`src/rtl/evdly_pkg.sv`:
```
// Package: shared constants and types for the event/delay counter.
// Assumes byte-wide register access with the presets at fixed offsets.
package evdly_pkg;

    // Which preset feeds the counter on a load.
    typedef enum logic {
        PSEL_EVENT = 1'b0,
        PSEL_DELAY = 1'b1
    } preset_sel_e;

    // Base byte offsets of the two presets (low byte first).
    localparam logic [7:0] EVT_BASE_DEF = 8'h41;
    localparam logic [7:0] DLY_BASE_DEF = 8'h43;

endpackage

```
`src/rtl/evdly_preset_regs.sv`:
```
// Module: evdly_preset_regs
// Holds the event and delay presets, written one byte per clock by a host.
// Assumes CNT_W is a multiple of BYTE_W and that the delay preset bytes
// directly follow the event preset bytes in the address space.
module evdly_preset_regs #(
    parameter int CNT_W  = 16,
    parameter int BYTE_W = 8,
    parameter int ADDR_W = 8,
    parameter logic [ADDR_W-1:0] EVT_BASE = 8'h41,
    parameter logic [ADDR_W-1:0] DLY_BASE = 8'h43
) (
    input  logic              clk,
    input  logic              rst_n,
    input  logic              wr_en,
    input  logic [ADDR_W-1:0] wr_addr,
    input  logic [BYTE_W-1:0] wr_data,
    output logic [CNT_W-1:0]  evt_preset,
    output logic [CNT_W-1:0]  dly_preset
);

    localparam int NBYTES = CNT_W / BYTE_W;
    localparam logic [CNT_W-1:0] EVT_RST = CNT_W'(1);
    localparam logic [CNT_W-1:0] DLY_RST = '0;
    localparam logic [ADDR_W-1:0] TOP_ADDR = ADDR_W'(int'(DLY_BASE) + NBYTES);

    logic [CNT_W-1:0] evt_q;
    logic [CNT_W-1:0] dly_q;

    for (genvar b = 0; b < NBYTES; b++) begin : g_byte
        localparam logic [ADDR_W-1:0] EVT_ADDR = ADDR_W'(int'(EVT_BASE) + b);
        localparam logic [ADDR_W-1:0] DLY_ADDR = ADDR_W'(int'(DLY_BASE) + b);

        // Event preset byte b: reset value or host write.
        always_ff @(posedge clk) begin
            if (!rst_n) begin
                evt_q[b*BYTE_W +: BYTE_W] <= EVT_RST[b*BYTE_W +: BYTE_W];
            end else if (wr_en && wr_addr == EVT_ADDR) begin
                evt_q[b*BYTE_W +: BYTE_W] <= wr_data;
            end
        end

        // Delay preset byte b: reset value or host write.
        always_ff @(posedge clk) begin
            if (!rst_n) begin
                dly_q[b*BYTE_W +: BYTE_W] <= DLY_RST[b*BYTE_W +: BYTE_W];
            end else if (wr_en && wr_addr == DLY_ADDR) begin
                dly_q[b*BYTE_W +: BYTE_W] <= wr_data;
            end
        end
    end

    assign evt_preset = evt_q;
    assign dly_preset = dly_q;

    // Writes outside the preset window must not disturb either preset.
    assert_ignore_other_addr_R2: assert property (@(posedge clk) disable iff (!rst_n)
        (wr_en && (wr_addr < EVT_BASE || wr_addr >= TOP_ADDR))
        |=> ($stable(evt_q) && $stable(dly_q)));

endmodule

```
`src/rtl/evdly_load_calc.sv`:
```
// Module: evdly_load_calc
// Picks the preset for a load and turns it into a counter start value.
// The span is N-1 for the event preset and D for the delay preset. The start
// value is the span's two's complement, so the counter reaches all-ones and
// rolls over after exactly 'span' increments. A zero span means "do not run".
module evdly_load_calc
    import evdly_pkg::*;
#(
    parameter int CNT_W = 16
) (
    input  logic             load_evt,
    input  logic             load_dly,
    input  logic [CNT_W-1:0] evt_preset,
    input  logic [CNT_W-1:0] dly_preset,
    output logic             load_go,
    output logic             run_ok,
    output logic [CNT_W-1:0] start_val
);

    localparam logic [CNT_W-1:0] ONE = CNT_W'(1);

    preset_sel_e      sel;
    logic [CNT_W-1:0] span;

    // Event strobe has priority when both strobes are present.
    always_comb begin
        sel = load_evt ? PSEL_EVENT : PSEL_DELAY;
    end

    // Span of the selected preset; event counts N-1, values below 2 give zero.
    always_comb begin
        if (sel == PSEL_EVENT) begin
            span = (evt_preset > ONE) ? (evt_preset - ONE) : '0;
        end else begin
            span = dly_preset;
        end
    end

    // Start value and run qualifier handed to the counter core.
    always_comb begin
        load_go   = load_evt | load_dly;
        run_ok    = (span != '0);
        start_val = '0 - span;
    end

endmodule

```
`src/rtl/evdly_tally_core.sv`:
```
// Module: evdly_tally_core
// Running counter: loads a start value, increments on qualified clocks while
// running, and pulses carry for one cycle on rollover from all-ones.
// Assumes a load and counting never act in the same cycle (load wins).
module evdly_tally_core #(
    parameter int CNT_W = 16
) (
    input  logic             clk,
    input  logic             rst_n,
    input  logic             load_go,
    input  logic             run_ok,
    input  logic [CNT_W-1:0] start_val,
    input  logic             cnt_en,
    output logic             carry
);

    logic [CNT_W-1:0] cnt_q;
    logic             run_q;
    logic             carry_q;

    // Counter, run flag and carry pulse.
    always_ff @(posedge clk) begin
        if (!rst_n) begin
            cnt_q   <= '0;
            run_q   <= 1'b0;
            carry_q <= 1'b0;
        end else begin
            carry_q <= 1'b0;
            if (load_go) begin
                cnt_q <= start_val;
                run_q <= run_ok;
            end else if (run_q && cnt_en) begin
                cnt_q <= cnt_q + CNT_W'(1);
                if (cnt_q == '1) begin
                    run_q   <= 1'b0;
                    carry_q <= 1'b1;
                end
            end
        end
    end

    assign carry = carry_q;

    // Carry lasts a single cycle.
    assert_carry_pulse_R7: assert property (@(posedge clk) disable iff (!rst_n)
        carry_q |=> !carry_q);

    // After carry the counter is stopped.
    assert_stop_after_carry_R7: assert property (@(posedge clk) disable iff (!rst_n)
        carry_q |-> !run_q);

    // Without enable or load, nothing moves.
    assert_hold_when_disabled_R6: assert property (@(posedge clk) disable iff (!rst_n)
        (!cnt_en && !load_go) |=> ($stable(cnt_q) && !carry_q));

    // A load of a zero span leaves the counter idle.
    assert_no_run_on_zero_R5: assert property (@(posedge clk) disable iff (!rst_n)
        (load_go && !run_ok) |=> !run_q);

    // A load cycle never produces a carry.
    assert_load_priority_R8: assert property (@(posedge clk) disable iff (!rst_n)
        load_go |=> !carry_q);

endmodule

```
`src/rtl/evdly_counter.sv`:
```
// Module: evdly_counter (top)
// Dual-preset event/delay counter: byte-written presets, strobe-selected load,
// count-enable qualified counting, single-cycle carry at terminal count.
// Assumes synchronous active-low reset and a single clock domain.
module evdly_counter
    import evdly_pkg::*;
#(
    parameter int CNT_W  = 16,
    parameter int BYTE_W = 8,
    parameter int ADDR_W = 8
) (
    input  logic              clk,
    input  logic              rst_n,
    input  logic              reg_wr_en,
    input  logic [ADDR_W-1:0] reg_addr,
    input  logic [BYTE_W-1:0] reg_wdata,
    input  logic              load_evt,
    input  logic              load_dly,
    input  logic              cnt_en,
    output logic              carry_o
);

    logic [CNT_W-1:0] evt_preset;
    logic [CNT_W-1:0] dly_preset;
    logic             load_go;
    logic             run_ok;
    logic [CNT_W-1:0] start_val;

    evdly_preset_regs #(
        .CNT_W   (CNT_W),
        .BYTE_W  (BYTE_W),
        .ADDR_W  (ADDR_W),
        .EVT_BASE(ADDR_W'(EVT_BASE_DEF)),
        .DLY_BASE(ADDR_W'(DLY_BASE_DEF))
    ) u_presets (
        .clk       (clk),
        .rst_n     (rst_n),
        .wr_en     (reg_wr_en),
        .wr_addr   (reg_addr),
        .wr_data   (reg_wdata),
        .evt_preset(evt_preset),
        .dly_preset(dly_preset)
    );

    evdly_load_calc #(
        .CNT_W(CNT_W)
    ) u_calc (
        .load_evt  (load_evt),
        .load_dly  (load_dly),
        .evt_preset(evt_preset),
        .dly_preset(dly_preset),
        .load_go   (load_go),
        .run_ok    (run_ok),
        .start_val (start_val)
    );

    evdly_tally_core #(
        .CNT_W(CNT_W)
    ) u_core (
        .clk      (clk),
        .rst_n    (rst_n),
        .load_go  (load_go),
        .run_ok   (run_ok),
        .start_val(start_val),
        .cnt_en   (cnt_en),
        .carry    (carry_o)
    );

endmodule

```
`config.mk`:
```
export PLATFORM = sky130hd
export DESIGN_NAME = evdly_counter
export DESIGN_NICKNAME = d
export VERILOG_FILES = /design/src/rtl/evdly_pkg.sv /design/src/rtl/evdly_preset_regs.sv /design/src/rtl/evdly_load_calc.sv /design/src/rtl/evdly_tally_core.sv /design/src/rtl/evdly_counter.sv
export SDC_FILE = /design/constraint.sdc
export NUM_CORES = 1
export LEC_CHECK = 0
export ABC_AREA = 1
export BUFFER_PORTS_ARGS = -buffer_cell sky130_fd_sc_hd__buf_2
export CORE_ASPECT_RATIO = 0.5
export CORE_UTILIZATION = 50
export DETAILED_ROUTE_END_ITERATION = 16
export HOLD_SLACK_MARGIN = 0.06
export PLACE_DENSITY = 0.77
export SYNTH_ARGS = -nofsm -noshare
export SYNTH_HDL_FRONTEND = slang
export SYNTH_SLANG_ARGS = --single-unit
```
`constraint.sdc`:
```
create_clock -name clk -period 6.2 [get_ports clk]
set_input_delay 0.31 -clock clk [delete_from_list [all_inputs] [get_ports clk]]
set_output_delay 0.31 -clock clk [all_outputs]
set_load 0.01 [all_outputs]
```
## Yosys cells after proc, flatten, opt, wreduce, memory -nomap -nowiden

Index checks and enable logic that the tools add are counted.

- Memory bits (writable): 0
- Memory bits (read-only): 0
- Memories kept: 0
- Bits in latches: 0
- Bits of input ports: 22
- Flip-flop bits (word level): 50

- Bitwise gates (word level): 3
- Div/mod/pow operators: 0
- $lt $le $gt $ge: 1
- Equality and inequality tests: 5
- Multiply operators: 0
- $add $sub $neg: 3
- Shift operators: 0
- Reductions and logical operators: 10
- Muxes and demuxes: 8

Operator list:

| cell | number |
|---|---|
| $mux W16 | 4 |
| $eq A8 B7 Y1 const B | 4 |
| $add A16 B1 Y16 const B | 1 |
| $eq A16 B16 Y1 const B | 1 |
| $gt A16 B1 Y1 const B | 1 |
| $reduce_bool A16 Y1 | 1 |
| $sub A1 B16 Y16 const A | 1 |
| $sub A16 B1 Y16 const B | 1 |
| $logic_and A1 B1 Y1 | 5 |
| $mux W1 | 4 |
| $reduce_bool A2 Y1 | 2 |
| $reduce_or A3 Y1 | 1 |
| $not A1 Y1 | 2 |
| $reduce_and A2 Y1 | 1 |
| $or A1 B1 Y1 | 1 |

## Logic depth before layout (Yosys ltp)

Gate-level depths: netlist of run 1.

- Word-level depth: 5
- Mapped depth: 20

## Modules after synthesis

From an unflattened synthesis of run 1, not the netlist that was laid out.

- Cell total of the unflattened synthesis: 645
- Area total of the unflattened synthesis: 3897.5 um^2

By module, submodules not included:

| module | times used | area an instance (um^2) | seq. area each (um^2) | cells an instance |
|---|---|---|---|---|
| evdly_preset_regs | 1 | 1428.9 | 640.6 | 197 |
| evdly_load_calc | 1 | 1320.0 | 0.0 | 267 |
| evdly_tally_core | 1 | 1148.6 | 360.3 | 181 |

## Least setup slack after synthesis of run 1

OpenSTA, ideal clock, no wires.

- Path type: reg2reg
- Start point: register u_presets.evt_q[0] (netlist: u_presets.evt_preset[0])
- End point: register u_core.cnt_q[14]
- Clock period less this slack: 2.114 ns
- Setup slack: 4.086 ns
- Library setup time: 0.114 ns
- Data arrival time: 2.001 ns
- Stages on the path, launching flop included: 21
- Path buffers: 0
- Path through: dfxtp_1 inv_1 ha_1 inv_2 nand2_1 nand2_1 nor2_4 nand2_4 nand3b_1 nand2_1 inv_2 ha_1 nand2_1 clkinv_1 nand2_1 nor2_2 nand3_1 nand2_1 nand2_1 o21bai_1 inv_1

- Cells in the longest elaborated chain, start to end: 5
- Elaborated cells on any way between the ends: 6

Ends and longest elaborated chain:

| what | line | source |
|---|---|---|
| start: declaration | evdly_preset_regs.sv:26 | `logic [CNT_W-1:0] evt_q;` |
| start signal: indexed assignment | evdly_preset_regs.sv:36 | `evt_q[b*BYTE_W +: BYTE_W] <= EVT_RST[b*BYTE_W +: BYTE_W];` |
| start signal: indexed assignment | evdly_preset_regs.sv:38 | `evt_q[b*BYTE_W +: BYTE_W] <= wr_data;` |
| $sub A16 B1 Y16 / $gt A16 B1 Y1 (equally long branches) | evdly_load_calc.sv:33 | `span = (evt_preset > ONE) ? (evt_preset - ONE) : '0;` |
| $mux W16 * | evdly_load_calc.sv:33 |  |
| $mux W16 * | evdly_load_calc.sv:32 | `if (sel == PSEL_EVENT) begin` |
| $sub A1 B16 Y16 * | evdly_load_calc.sv:43 | `start_val = '0 - span;` |
| $mux W16 * | evdly_tally_core.sv:29 | `if (load_go) begin` |
| end signal: assignment | evdly_tally_core.sv:30 | `cnt_q <= start_val;` |
| end signal: assignment | evdly_tally_core.sv:33 | `cnt_q <= cnt_q + CNT_W'(1);` |
| end: declaration | evdly_tally_core.sv:17 | `logic [CNT_W-1:0] cnt_q;` |

Every way passes the cells marked *; elsewhere a longest branch is shown, timed or not.
A chain may end at the register's enable or synchronous reset.

## Worst setup path after layout of run 1

- Start point: register u_presets.evt_q[0] (netlist: u_presets.evt_preset[0])
- End point: register u_core.cnt_q[10]

The elaborated chain is that of the path after synthesis.

==> results by group, run 1 <==
Route
  • WL/cell: 13.3 µm
  • Vias: 3436
  • WL final: 8.55 mm
  • Via density: 5.34
  • Top Layer Used: met4
  • Initial DRC Count: 360
  • DR WL met3: 613 µm
  • Met2 Wirelength: 3.70 mm
  • Number of remaining DRC errors: 0
  • 1st-pass router iterations: 5
  • Metal1 wirelength: 4.16 mm
  • Number of routed nets with antenna violations: 0

Layout
  • Commonest non-fill, non-tap cell in the layout: nand2_1
  • Area Growth Syn to Fin: 9.59%
  • Filler cells: 624
  • Multi-input gate area: 2080 µm²
  • Register area: 1000 µm²
  • Non-Filler Instances: 644
  • Ant. Diodes: 0
  • Final net count: 581
  • Share of layout cells above drive strength 1: 0.144
  • Most frequent cells in the layout: nand2_1 (109), inv_1 (76), nor2_1 (61)

GRT
  • Largest net degree at the start of global routing: 45
  • GRT Total Usage: 0.254
  • Total gr overflow: 0
  • Number of global-route vias before repair: 2874
  • Initial antenna violation count: 0
  • Global-route wire length before repair: 14.0 mm

Clock tree
  • Gates resized, CTS repair: 0
  • Clock Sinks: 50
  • Maximum buffer depth of the clock tree: 2
  • Htree depth: 2
  • Clk root buf: clkbuf_16
  • Hold buffers post-CTS: 0
  • Worst-path clk slew: 0.07 ns
  • CTS tree: built
  • CTS Buf Count: 5
  • Skew-Pair Late Insertion Delay: 0.30 ns
  • Post-CTS Repair Setup Buffers: 0

Run status
  • Outcome: finished, final reports clean

Min path
  • Worst Hold Endpoint: u_presets.dly_preset[8]
  • Beginning of the worst hold path: reg_wdata[0]
  • HP Class: primary input to flop
  • Hold depth: 3

Pwr
  • Power Density: 180 nW/µm²
  • Leak pwr: 1.83 nW
  • Worst vdd ir: 0.102 mV
  • Switch Pwr: 0.000165 W
  • Power Internal: 0.000516 W
  • Clock Power Share: 0.437
  • Net Sw Frac: 0.242
  • Seq pwr share: 0.487
  • Comb power frac: 0.076

Die
  • Num ports: 23
  • Die ar.: 7250 µm²
  • Die W: 119 µm
  • Starting Density: 0.542
  • Row count: 20
  • Die Y: 60.7 µm
  • Core footprint: 6360 µm²

STA
  • Fmax achieved: 398 MHz
  • Final setup violation count: 0
  • Final TNS setup: 0 ns
  • Slew headroom: 0.397
  • Tcrit/Tclk final: 0.405
  • Tmin final: 2.51 ns
  • Unrepaired setup endpoints after global routing: no
  • Final hold slack: 0.328 ns
  • Slew @ Worst Pin: 0.901 ns
  • Count of final hold-check violations: 0
  • Max Slew Vio Count: 0
  • Worst Skew: 0.00893 ns

Worst setup path
  • Reg-to-reg setup timing slack: 3.69 ns
  • Critical path class: flop to flop
  • CP endpoint kind: flop
  • Reg2reg end: u_core.cnt_q[10]
  • Critical Path AT: 2.74 ns
  • Critical Path RT: 6.42 ns
  • Worst reg2reg path depth: 13
  • Worst Setup Start Kind: flop
  • RR Startpoint: u_presets.evt_preset[0]
  • Worst-path fanout max: 6

Synth
  • Synth area leaders: dfxtp_1 (29%), nand2_1 (12%), inv_1 (8.3%)
  • Syn. warnings: 0
  • Post-synth top area cell: dfxtp_1
  • Mean Syn Cell Area: 6.40 µm²
  • Syn Std Cell Area: 3450 µm²
  • Post-synth cell types: 40
  • Share of the synthesized area in the top cell type: 0.290
  • Post-Syn Instances: 538
  • Synth Register Bits: 50
  • Post-synthesis sequential area ratio: 0.290
  • Syn Nets: 564

Placed design
  • Placer's final routability congestion estimate: 0.928
  • Placed Cells incl. Taps: 636
  • IO buf count: 22
  • Hpwl dp: 6.39 mm

Job
  • Max Cap Viol: 0
==> state kept, by name, indices dropped and copies added, names as in the netlist <==
register / count
u_core.run_q: 1
u_core.cnt_q: 16
u_core.carry: 1
u_presets.dly_preset: 16
u_presets.evt_preset: 16
==> synth_stat cells <==
cell type / number
dfxtp_1: 50
nand3b_1: 4
nand3_2: 4
nand2_2: 6
nand3_1: 34
a21boi_2: 1
or2_2: 4
nor4_2: 1
a21oi_2: 3
a21oi_1: 37
a31oi_1: 3
o21ai_0: 51
and3_1: 1
o2111ai_1: 2
inv_2: 5
o21bai_1: 6
nor2_1: 61
inv_1: 76
buf_2: 2
nand2_8: 1
nor2_8: 2
nor3b_1: 1
nand4_1: 12
o211ai_1: 1
o221ai_1: 3
nor4_1: 3
nand2_1: 109
xor2_1: 6
o311ai_0: 1
xnor2_1: 4
buf_4: 1
clkbuf_1: 9
nand2_4: 1
nor2_2: 13
a21boi_4: 1
ha_1: 4
nor2_4: 7
inv_4: 1
nor3_1: 5
clkinv_1: 2
==> worst max path at each step <==
stage,from,to,depth (start not counted)
finish,u_presets.evt_preset[0],u_core.cnt_q[10],13
global route,u_presets.evt_preset[0],u_core.cnt_q[6],20
CTS,u_presets.evt_preset[0],u_core.cnt_q[10],13
detailed placement,load_evt,u_core.cnt_q[0],7
global placement,load_evt,u_core.cnt_q[0],7
floorplan,u_presets.evt_preset[0],u_core.cnt_q[14],20
==> layer usage <==
layer	track usage	vias to the layer above
met2	0.418	105
met1	0.350	1543
met5	0	-
li1	-	1780
met3	0.0498	8
met4	0.0643	0
==> critical path: stages (launching register included) <==
cell and delay, ns:
dfxtp_1 0.34, inv_1 0.14, ha_1 0.30, inv_2 0.06
a21oi_1 0.22, nand3_2 0.16, a21oi_2 0.23, ha_1 0.20
nand2_1 0.09, nor2_2 0.16, nand2_1 0.12, o21bai_1 0.15
nand3_1 0.12, a21oi_1 0.15
==> logic make-up (layout without fill, tap and decap cells) <==
kind of cell	count (synthesis)	count (layout)	synth area share
xor gates and xnor gates	10	10	0.0254
adders and majority gates	4	4	0.0145
and+or+nand+nor	269	269	0.382
DFF	50	50	0.290
AOI/OAI and AO/OA	109	109	0.180
buffers and inverters	96	114	0.107
==> final cells by class <==
type / instances / share of cell area
Timing Repair Buffer: 22 / 0.0292
Multi-Input combinational cell: 392 / 0.550
Inverter: 84 / 0.0842
Clock buffer: 7 / 0.0404
Tap cell: 88 / 0.0292
Sequential cell: 50 / 0.265
Clock inverter: 1 / 0.00232
==> power by group through the flow <==
stage | registers [W] | logic [W] | clock network [W]
floorplan | 0.000337 | 0.0000330 | 0
global placement | 0.000338 | 0.0000505 | 0
detailed placement | 0.000338 | 0.0000516 | 0
CTS | 0.000331 | 0.0000520 | 0.000300
global route | 0.000332 | 0.0000581 | 0.000315
finish | 0.000331 | 0.0000520 | 0.000297
==> metrics by stage <==
stage | utilization | power [W] | setup slack, ns | instance area [µm²]
finish | 0.594 | 0.000680 | 3.69 | 3780
global placement | 0.569 | 0.000389 | 3.58 | 3610
floorplan | - | 0.000370 | 4.09 | 3450
CTS | 0.594 | 0.000683 | 3.71 | 3780
detailed placement | 0.569 | 0.000390 | 3.43 | 3610
global route | 0.594 | 0.000705 | 3.51 | 3780
No activity file was read; power rests on OpenSTA's default activity.
==> run 2: changes to the inputs <==
- PLACE_DENSITY: 0.77 -> 0.79
- clock period: 6.2 -> 2.25 ns (I/O delays scaled with it)
==> results by group, run 2 (synthesized netlist as in run 1, its figures left out) <==
Die
  • Die ar.: 7250 µm²
  • Die Y: 60.7 µm
  • Num ports: 23
  • Core footprint: 6360 µm²
  • Starting Density: 0.542
  • Die W: 119 µm
  • Row count: 20

GRT
  • Largest net degree at the start of global routing: 25
  • Total gr overflow: 0
  • Number of global-route vias before repair: 3029
  • GRT Total Usage: 0.262
  • Initial antenna violation count: 0
  • Global-route wire length before repair: 14.4 mm

Pwr
  • Worst vdd ir: 0.295 mV
  • Power Density: 478 nW/µm²
  • Leak pwr: 1.94 nW
  • Overall power: 0.00195 W

Worst setup path
  • Critical path class: flop to flop
  • Number of buffers and inverters on the critical path: 4
  • Slowest-stage cell, CP: dfxtp_2
  • CP endpoint kind: flop
  • Worst path max stage delay: 0.34 ns
  • Critical Path AT: 2.48 ns
  • Most used cell, CP: nand2_2
  • Cell family with most CP delay: simple AND/OR/NAND/NOR gates
  • Worst-path fanout max: 6
  • Worst Setup Start Kind: flop
  • Worst-path cell chain: inv_4, ha_4, inv_2, nand2_2, nand2_2, nor2_4, nand2_4, buf_12, nand2_8, inv_6, a21boi_4, nand2_2, nor2_4, nand3_1, nand2_1, nand3_2, a21oi_2
  • Critical Path RT: 2.48 ns

Layout
  • Util after Layout: 0.644
  • Multi-input gate area: 2230 µm²
  • Share of layout cells above drive strength 1: 0.227
  • Ant. Diodes: 0
  • Filler cells: 555
  • Final net count: 598
  • Register area: 1010 µm²
  • Most frequent cells in the layout: nand2_1 (100), inv_1 (73), nor2_1 (52)
  • Area Growth Syn to Fin: 18.7%
  • Commonest non-fill, non-tap cell in the layout: nand2_1

STA
  • Tcrit/Tclk final: 0.998
  • Slew headroom: 0.652
  • Slew @ Worst Pin: 0.521 ns
  • Fmax achieved: 445 MHz
  • Max Slew Vio Count: 0
  • Count of final hold-check violations: 0
  • Tmin final: 2.25 ns
  • Final setup violation count: 0
  • Worst Skew: 0.00726 ns
  • Unrepaired setup endpoints after global routing: yes

Clock tree
  • CTS tree: built
  • Clk root buf: clkbuf_16
  • Maximum buffer depth of the clock tree: 2
  • Htree depth: 2
  • Clock Sinks: 50
  • CTS Buf Count: 5
  • Hold buffers post-CTS: 0
  • Worst-path clk slew: 0.07 ns
  • Skew-Pair Late Insertion Delay: 0.30 ns

Route
  • Top Layer Used: met4
  • Vias: 3559
  • Metal1 wirelength: 4.62 mm
  • Number of remaining DRC errors: 0
  • DR WL met3: 548 µm
  • Initial DRC Count: 284
  • Via density: 5.38
  • Number of routed nets with antenna violations: 0
  • WL/cell: 14.4 µm
  • Met2 Wirelength: 4.23 mm
  • WL final: 9.54 mm
  • 1st-pass router iterations: 5

Placed design
  • IO buf count: 22
  • Hpwl dp: 6.86 mm
  • Placer's final routability congestion estimate: 0.929

Min path
  • HP Class: primary input to flop

Job
  • Max Cap Viol: 0

Run status
  • Outcome: finished, final reports clean
run 2: changes by cell type in the layout (fill, tap and decap cells not counted), sizes merged:
cell	change
clkinv	-1
buf	+17
clkinvlp	+1
clkbuf	-1
bufinv	+1
run 2: metal layers:
metal,up-vias,GRT usage
li1,1810,-
met1,1613,0.358
met2,122,0.433
met3,14,0.0470
met4,0,0.0839
met5,-,0
run 2: worst paths after layout:
check	start	endpoint	slack, ns	depth (start not counted)
max	u_presets.evt_preset[1]	u_core.cnt_q[15]	0.004	17
min	reg_wdata[0]	u_presets.dly_preset[8]	0.10	3
max reg2reg	u_presets.evt_preset[1]	u_core.cnt_q[15]	0.004	17
min reg2reg	u_presets.dly_preset[0]	u_presets.dly_preset[0]	0.46	2
run 2: stage by stage:
| stage | area, µm² | TNS, ns | setup WS, ns | std cells | hold WS, ns |
|---|---|---|---|---|---|
| 2_1_floorplan | 3450 | 0 | 0.136 | 538 | 0.239 |
| 3_3_place_gp | 3680 | 0 | 0.140 | 645 | 0.401 |
| 3_5_place_dp | 3680 | 0 | 0.0614 | 645 | 0.409 |
| 4_1_cts | 3850 | 0 | 0.0453 | 653 | 0.0979 |
| 5_1_grt | 4090 | -0.218 | -0.0937 | 661 | 0.115 |
| 6_report | 4090 | 0 | 0.00421 | 661 | 0.103 |
run 2: timing repair:
item                                    in CTS  in global routing
endpoints found under the setup margin       0                 14
gates resized for setup                      0                 49
setup buffers                                0                  8
run 2: worst reg2reg max path, stage by stage, from the launching register on:
cell and delay [ns]:
dfxtp_2 0.34, inv_4 0.09, ha_4 0.15, inv_2 0.05, nand2_2 0.05, nand2_2 0.06
nor2_4 0.12, nand2_4 0.08, buf_12 0.14, nand2_8 0.08, inv_6 0.06, a21boi_4 0.18
nand2_2 0.09, nor2_4 0.20, nand3_1 0.13, nand2_1 0.10, nand3_2 0.11, a21oi_2 0.15
run 2: final cells by class:
class / instances / area share
well taps: 88 / 0.0269
inverters: 84 / 0.0795
clock buffers: 6 / 0.0315
repair buffers: 39 / 0.0621
multi-input cells: 392 / 0.545
clock inverters: 2 / 0.00917
flip-flops and latches: 50 / 0.246
run 2: where the power goes:
group	internal, W	switching [W]
sequential	0.000896	0.0000146
combinational	0.0000566	0.000102
clock	0.000526	0.000360
total	0.00148	0.000476
